### src/rtl/bce_pkg.sv
package bce_pkg;

   localparam logic [7:0] OPC_PUSH_BYTE = 8'h10;
   localparam logic [7:0] OPC_PUSH_ZERO = 8'h03;
   localparam logic [7:0] OPC_LOAD_L1   = 8'h1b;
   localparam logic [7:0] OPC_LOAD_L2   = 8'h1c;
   localparam logic [7:0] OPC_STORE_L1  = 8'h3c;
   localparam logic [7:0] OPC_STORE_L2  = 8'h3d;
   localparam logic [7:0] OPC_STORE_L3  = 8'h3e;
   localparam logic [7:0] OPC_ADD       = 8'h60;
   localparam logic [7:0] OPC_RETURN    = 8'hb1;

   typedef enum logic [1:0] {
      SRC_ZERO,
      SRC_LOCAL,
      SRC_SUM,
      SRC_ARG
   } push_src_e;

   typedef struct packed {
      logic       push;
      logic [1:0] pop_n;
      push_src_e  src;
      logic       st_en;
      logic [1:0] lidx;
      logic       need_arg;
      logic       ret;
      logic       bad;
   } dec_t;

   typedef enum logic [1:0] {
      ST_IDLE,
      ST_RUN,
      ST_ARG
   } run_state_e;

endpackage

### src/rtl/bce_decode.sv
module bce_decode
   import bce_pkg::*;
(
   input  logic [7:0] opc,
   output dec_t       dec
);

   always_comb begin
      dec     = '0;
      dec.src = SRC_ZERO;
      unique case (opc)
         OPC_PUSH_BYTE: dec.need_arg = 1'b1;
         OPC_PUSH_ZERO: begin
            dec.push = 1'b1;
            dec.src  = SRC_ZERO;
         end
         OPC_STORE_L1, OPC_STORE_L2, OPC_STORE_L3: begin
            dec.pop_n = 2'd1;
            dec.st_en = 1'b1;
            dec.lidx  = opc[1:0] + 2'd1;
         end
         OPC_LOAD_L1, OPC_LOAD_L2: begin
            dec.push = 1'b1;
            dec.src  = SRC_LOCAL;
            dec.lidx = opc[1:0] + 2'd2;
         end
         OPC_ADD: begin
            dec.pop_n = 2'd2;
            dec.push  = 1'b1;
            dec.src   = SRC_SUM;
         end
         OPC_RETURN: dec.ret = 1'b1;
         default:    dec.bad = 1'b1;
      endcase
   end

endmodule

### src/rtl/bce_stack.sv
module bce_stack #(
   parameter int DW    = 32,
   parameter int DEPTH = 16,
   parameter int SPW   = $clog2(DEPTH + 1)
) (
   input  logic           clk,
   input  logic           rst_n,
   input  logic           clr,
   input  logic           we,
   input  logic [1:0]     pop_n,
   input  logic           push,
   input  logic [DW-1:0]  push_val,
   output logic [DW-1:0]  top0,
   output logic [DW-1:0]  top1,
   output logic [SPW-1:0] depth
);

   logic [DW-1:0]  ent [DEPTH];
   logic [SPW-1:0] sp;
   logic [SPW-1:0] wr_idx;

   assign wr_idx = sp - SPW'(pop_n);
   assign depth  = sp;

   always_ff @(posedge clk or negedge rst_n) begin
      if (!rst_n) begin
         sp <= '0;
      end else if (clr) begin
         sp <= '0;
      end else if (we) begin
         sp <= wr_idx + SPW'(push);
      end
   end

   for (genvar i = 0; i < DEPTH; i++) begin : g_ent
      always_ff @(posedge clk or negedge rst_n) begin
         if (!rst_n) begin
            ent[i] <= '0;
         end else if (we && push && (wr_idx == SPW'(i))) begin
            ent[i] <= push_val;
         end
      end
   end

   always_comb begin
      top0 = '0;
      top1 = '0;
      for (int i = 0; i < DEPTH; i++) begin
         if (sp - SPW'(1) == SPW'(i)) top0 = ent[i];
         if (sp - SPW'(2) == SPW'(i)) top1 = ent[i];
      end
   end

endmodule

### src/rtl/bce_locals.sv
module bce_locals #(
   parameter int DW   = 32,
   parameter int NLOC = 4,
   parameter int LW   = $clog2(NLOC)
) (
   input  logic          clk,
   input  logic          rst_n,
   input  logic          we,
   input  logic [LW-1:0] widx,
   input  logic [DW-1:0] wdata,
   input  logic [LW-1:0] ridx,
   output logic [DW-1:0] rdata,
   input  logic [LW-1:0] dbg_idx,
   output logic [DW-1:0] dbg_data
);

   logic [DW-1:0] loc [NLOC];

   for (genvar i = 0; i < NLOC; i++) begin : g_loc
      always_ff @(posedge clk or negedge rst_n) begin
         if (!rst_n) begin
            loc[i] <= '0;
         end else if (we && (widx == LW'(i))) begin
            loc[i] <= wdata;
         end
      end
   end

   always_comb begin
      rdata    = '0;
      dbg_data = '0;
      for (int i = 0; i < NLOC; i++) begin
         if (ridx == LW'(i))    rdata    = loc[i];
         if (dbg_idx == LW'(i)) dbg_data = loc[i];
      end
   end

endmodule

### src/rtl/bcode_engine.sv
module bcode_engine
   import bce_pkg::*;
#(
   parameter int AW       = 8,
   parameter int DW       = 32,
   parameter int DEPTH    = 16,
   parameter int NLOC     = 4,
   parameter bit ARG_SEXT = 1'b1,
   localparam int SPW     = $clog2(DEPTH + 1),
   localparam int LW      = $clog2(NLOC)
) (
   input  logic           clk,
   input  logic           rst_n,
   input  logic           start,
   input  logic [AW-1:0]  start_addr,
   output logic [AW-1:0]  code_addr,
   input  logic [7:0]     code_byte,
   output logic           busy,
   output logic           done,
   output logic           err,
   input  logic [LW-1:0]  dbg_idx,
   output logic [DW-1:0]  dbg_local,
   output logic [DW-1:0]  tos,
   output logic [SPW-1:0] depth
);

   if (DEPTH < 2) begin : g_bad_depth
      $error("bcode_engine: DEPTH must be at least 2");
   end
   if (NLOC < 4) begin : g_bad_nloc
      $error("bcode_engine: NLOC must be at least 4");
   end
   if (DW < 8) begin : g_bad_dw
      $error("bcode_engine: DW must be at least 8");
   end
   if (AW < 1) begin : g_bad_aw
      $error("bcode_engine: AW must be at least 1");
   end

   run_state_e    state;
   logic [AW-1:0] pc;
   dec_t          dec;

   logic          op_push;
   logic [1:0]    op_pop_n;
   push_src_e     op_src;
   logic          op_store;
   logic          active;
   logic          ovf;
   logic          unf;
   logic          fault;
   logic          exec;
   logic          clr;
   logic [DW-1:0] top0;
   logic [DW-1:0] top1;
   logic [DW-1:0] loc_rd;
   logic [DW-1:0] arg_val;
   logic [DW-1:0] push_val;

   bce_decode u_dec (
      .opc (code_byte),
      .dec (dec)
   );

   if (ARG_SEXT) begin : g_sext
      assign arg_val = {{(DW-8){code_byte[7]}}, code_byte};
   end else begin : g_zext
      assign arg_val = {{(DW-8){1'b0}}, code_byte};
   end

   always_comb begin
      if (state == ST_ARG) begin
         op_push  = 1'b1;
         op_pop_n = 2'd0;
         op_src   = SRC_ARG;
         op_store = 1'b0;
      end else begin
         op_push  = dec.push;
         op_pop_n = dec.pop_n;
         op_src   = dec.src;
         op_store = dec.st_en;
      end
   end

   assign active = (state != ST_IDLE);
   assign ovf    = op_push && (op_pop_n == 2'd0) && (depth == SPW'(DEPTH));
   assign unf    = (depth < SPW'(op_pop_n));
   assign fault  = active && (ovf || unf || ((state == ST_RUN) && dec.bad));
   assign exec   = active && !fault;
   assign clr    = (state == ST_IDLE) && start;

   always_comb begin
      unique case (op_src)
         SRC_ZERO:  push_val = '0;
         SRC_LOCAL: push_val = loc_rd;
         SRC_SUM:   push_val = top0 + top1;
         default:   push_val = arg_val;
      endcase
   end

   bce_stack #(
      .DW    (DW),
      .DEPTH (DEPTH),
      .SPW   (SPW)
   ) u_stack (
      .clk      (clk),
      .rst_n    (rst_n),
      .clr      (clr),
      .we       (exec),
      .pop_n    (op_pop_n),
      .push     (op_push),
      .push_val (push_val),
      .top0     (top0),
      .top1     (top1),
      .depth    (depth)
   );

   bce_locals #(
      .DW   (DW),
      .NLOC (NLOC),
      .LW   (LW)
   ) u_locals (
      .clk      (clk),
      .rst_n    (rst_n),
      .we       (exec && op_store),
      .widx     (LW'(dec.lidx)),
      .wdata    (top0),
      .ridx     (LW'(dec.lidx)),
      .rdata    (loc_rd),
      .dbg_idx  (dbg_idx),
      .dbg_data (dbg_local)
   );

   always_ff @(posedge clk or negedge rst_n) begin
      if (!rst_n) begin
         state <= ST_IDLE;
         pc    <= '0;
         done  <= 1'b0;
         err   <= 1'b0;
      end else begin
         done <= 1'b0;
         unique case (state)
            ST_IDLE: begin
               if (start) begin
                  state <= ST_RUN;
                  pc    <= start_addr;
                  err   <= 1'b0;
               end
            end
            ST_RUN: begin
               if (fault) begin
                  err   <= 1'b1;
                  state <= ST_IDLE;
               end else if (dec.ret) begin
                  done  <= 1'b1;
                  state <= ST_IDLE;
               end else begin
                  pc <= pc + AW'(1);
                  if (dec.need_arg) state <= ST_ARG;
               end
            end
            default: begin
               if (fault) begin
                  err   <= 1'b1;
                  state <= ST_IDLE;
               end else begin
                  pc    <= pc + AW'(1);
                  state <= ST_RUN;
               end
            end
         endcase
      end
   end

   assign code_addr = pc;
   assign busy      = active;
   assign tos       = top0;

endmodule

### config.mk
export PLATFORM = sky130hd
export DESIGN_NAME = bcode_engine
export DESIGN_NICKNAME = d
export VERILOG_FILES = /design/src/rtl/bce_pkg.sv /design/src/rtl/bce_decode.sv /design/src/rtl/bce_stack.sv /design/src/rtl/bce_locals.sv /design/src/rtl/bcode_engine.sv
export SDC_FILE = /design/constraint.sdc
export NUM_CORES = 2
export LEC_CHECK = 0
export BUFFER_PORTS_ARGS = -buffer_cell sky130_fd_sc_hd__buf_2
export CAP_MARGIN = 20
export CORE_UTILIZATION = 25
export DETAILED_ROUTE_END_ITERATION = 7
export GPL_ROUTABILITY_DRIVEN = 0
export PLACE_DENSITY_LB_ADDON = 0.05
export REMOVE_ABC_BUFFERS = 1
export SLEW_MARGIN = 15
export SYNTH_ARGS = -nofsm -noshare
export SYNTH_HDL_FRONTEND = slang
export SYNTH_SLANG_ARGS = --single-unit
### constraint.sdc
create_clock -name clk -period 8.8 [get_ports clk]
set_input_delay 1.76 -clock clk [delete_from_list [all_inputs] [get_ports clk]]
set_output_delay 1.76 -clock clk [all_outputs]
set_load 0.02 [all_outputs]
==> flow_metrics.py <==
metrics = {
    "critical_path": {
        "cp_max_fo": 16,
        "path_class": "register to register",
        "worstPathRequired_ns": 9.39,
        "worstPathArrival_ns": 8.16,
        "critPathLaunchType": "register",
        "critPathTopFamily": "simple AND/OR/NAND/NOR gates",
        "slowest_stage": "or4_1",
        "cp_common_cell": "buf_4",
        "critPathBufInv": 3,
        "crit_path_end_kind": "register",
        "slowest_delay_ns": 0.91,
        "path_cells": "buf_4 -> or3b_1 -> nor3_2 -> buf_4 -> a221o_1 -> a21oi_1 -> nor3_1 -> o22ai_1 -> a31oi_1 -> ha_1 -> a211oi_1 -> o21a_1 -> o21ai_1 -> a21o_1 -> o21ai_0 -> a21boi_0 -> buf_4 -> o21a_1 -> or4_1 -> a41oi_1",
    },
    "routing": {
        "post-route-drc-count": 0,
        "drt_first_pass_iters": 6,
        "drt.antenna.violating_nets": 0,
        "wl_met3_um": 6700,
        "vias": 30800,
        "wire_per_inst_um": 30.2,
        "routed_wl_um": 171000,
        "wl_met2_um": 79500,
        "vias_per_cell": 5.43,
        "top_layer_used": "met4",
        "met1_length_um": 78800,
        "drt_iter0_markers": 2694,
    },
    "sta": {
        "skew_ns": 0.0295,
        "drv_slew": 0,
        "relSlewSlack": 0.240,
        "rsz0062_at_grt": "no",
        "hold_viol": 0,
        "worst_slack_ns": 1.23,
        "fin_crit_sh": 0.860,
        "worstMarginPinSlew_ns": 1.14,
        "fmax_mhz": 132,
        "post-route-min-period_ns": 7.57,
        "setup-violations-final": 0,
    },
    "synth": {
        "synth_flop_cell": "dfrtp_1",
        "synth_top_family_by_area": "compound AO/OA/AOI/OAI gates",
        "synthCells": 3639,
        "ys_seq_area_frac": 0.465,
        "synth_cell_types": 99,
        "muxShareOfSynthArea": 0.114,
        "synthXorXnorAreaFrac": 0.00793,
        "synth_compound_area_frac": 0.229,
        "ys_async_sr_fraction": 1.00,
        "synthSimpleGateAreaFrac": 0.129,
        "yosys.area_share.adder": 0.0160,
        "syn_avg_cell_area_um2": 9.72,
        "yosysTopAreaCellShare": 0.465,
        "netlist_top_cells_area": "dfrtp_1 (46%), a21oi_1 (6.0%), mux2_2 (5.7%)",
        "synth_edf_count": 0,
        "synth_warnings": 0,
        "ys_ff_latch": 657,
        "syn_area_mm2": 0.0354,
        "synth_top_cell_by_area": "dfrtp_1",
    },
    "status": {
        "run_status": "finished, final reports clean",
    },
    "clock_network": {
        "path_clk_slew_ns": 0.06,
        "cts_sinks": 657,
        "postCtsHoldBufs": 0,
        "cts_tree": "built",
        "post_cts_resize_count": 0,
        "clock_latency_ns": 0.70,
        "h-tree-depth": 3,
        "cts_made_buffers": 84,
        "clockRootBuffer": "clkbuf_16",
        "clockBufferDepth": 3,
        "post_cts_buffers": 0,
    },
    "final_layout": {
        "final_common_cell": "dfrtp_1",
        "fin_nets": 3788,
        "drive_gt1_frac": 0.208,
        "layout_common_cells": "dfrtp_1 (655), nor2_1 (434), a21oi_1 (422)",
        "num-fill-cells": 14800,
        "syn_to_final_growth_pct": 18.0,
        "antenna_cells": 0,
        "final-instance-count-excl-fill": 5666,
    },
    "die": {
        "rows": 137,
        "coreArea_mm2": 0.140,
        "die-area_mm2": 0.143,
        "die_height_um": 378,
        "io_pins": 101,
        "die_x_um": 378,
        "initial_core_util": 0.253,
    },
    "placement": {
        "place_hpwl_um": 119000,
        "dp_cells": 5512,
        "port_buffers": 100,
        "pre_cts_slack_ns": 1.29,
    },
    "global_routing": {
        "gr-usage-all-layers": 0.238,
        "first_global_vias": 30800,
        "gr-total-overflow": 0,
        "grt_max_degree": 141,
        "grt_pass1_wl_um": 243000,
        "grt_antenna_before_repair": 5,
    },
    "run": {
        "drv_cap": 0,
    },
    "pwr": {
        "worst_ir_drop_vdd_mv": 0.125,
        "power.density_mw_per_mm2": 213,
        "leakage_nw": 18.5,
    },
    "hold_path": {
        "hp-class": "register to register",
    },
}
## final cells by class
| class | count | area [um^2] | share of cell area |
|---|---|---|---|
| clock buffer | 118 | 2440 | 0.0585 |
| clock inverter | 35 | 437 | 0.0105 |
| inverter | 28 | 105 | 0.00252 |
| multi-input combinational | 2660 | 17900 | 0.429 |
| sequential | 657 | 16400 | 0.394 |
| tap | 1876 | 2350 | 0.0562 |
| timing repair buffer | 292 | 2070 | 0.0496 |
## state kept, by name, summed over array words and instances (netlist names)
register / flops
u_stack.depth: 5
err: 1
done: 1
state: 2
u_locals.loc: 128
u_stack.ent: 512
code_addr: 8
## synthesized netlist by cell type (27+ instances only)
cell type  number
nor3_1         35
a222oi_1       51
nor2_1        451
o21ai_0       259
o22ai_1        52
a221o_1        48
a22o_1         28
ha_1           42
clkbuf_1      184
buf_2          77
inv_1          27
dfrtp_1       657
mux2i_1        39
mux4_2         71
a21oi_1       424
a22oi_1        89
a221oi_1       76
mux2_2        180
a31oi_1        43
nand3_1        51
nand2_1       388
## tightest hold or removal path, cell delays in order, from the launching register on
cell,delay (ns)
dfrtp_1,0.35
nand2_1,0.05
o21ai_0,0.06
## stage by stage
stage               hold slack, ns  instance area (um^2)  power [mW]  TNS (ns)  utilization
floorplan                    0.463                 34100        4.28    -36.32            -
global placement             0.484                 38800        5.25         0        0.277
detailed placement           0.490                 38800        5.25         0        0.278
CTS                          0.503                 41700        9.01         0        0.298
global route                 0.529                 41700        9.26         0        0.298
finish                       0.498                 41700        8.90         0        0.298
## report_power, final
group | leakage [nW] | switching [mW] | internal [mW]
clock | 1.43 | 1.50 | 2.20
combinational | 7.95 | 1.38 | 0.547
sequential | 9.11 | 0.136 | 3.14
total | 18.5 | 3.02 | 5.88
## per-layer routing
| metal | GRT usage | vias up |
|---|---|---|
| met2 | 0.382 | 882 |
| met3 | 0.0274 | 243 |
| li1 | - | 13700 |
| met5 | 0 | - |
| met1 | 0.330 | 15900 |
| met4 | 0.0823 | 0 |
## kinds of logic (layout without fill, tap and decap cells)
family,after synthesis,count (layout)
fa+ha+maj,44,44
simple gates,1054,1054
flops,657,657
mux,292,292
xor+xnor,32,32
compound gates,1238,1238
buf+inv,322,473
## final timing paths
check / startpoint / endpoint / slack (ns) / cells after the start
setup / recovery: u_stack.depth[4] / u_stack.ent[479] / 1.23 / 20
hold / removal: u_stack.ent[74] / u_stack.ent[74] / 0.50 / 2
setup reg to reg: u_stack.depth[4] / u_stack.ent[479] / 1.23 / 20
hold reg to reg: u_stack.ent[74] / u_stack.ent[74] / 0.50 / 2
max in group asynchronous: rst_n / u_stack.depth[0] / 6.06 / 2
min in group asynchronous: rst_n / u_stack.ent[420] / 1.14 / 1
(Power assumes the default switching activity.)
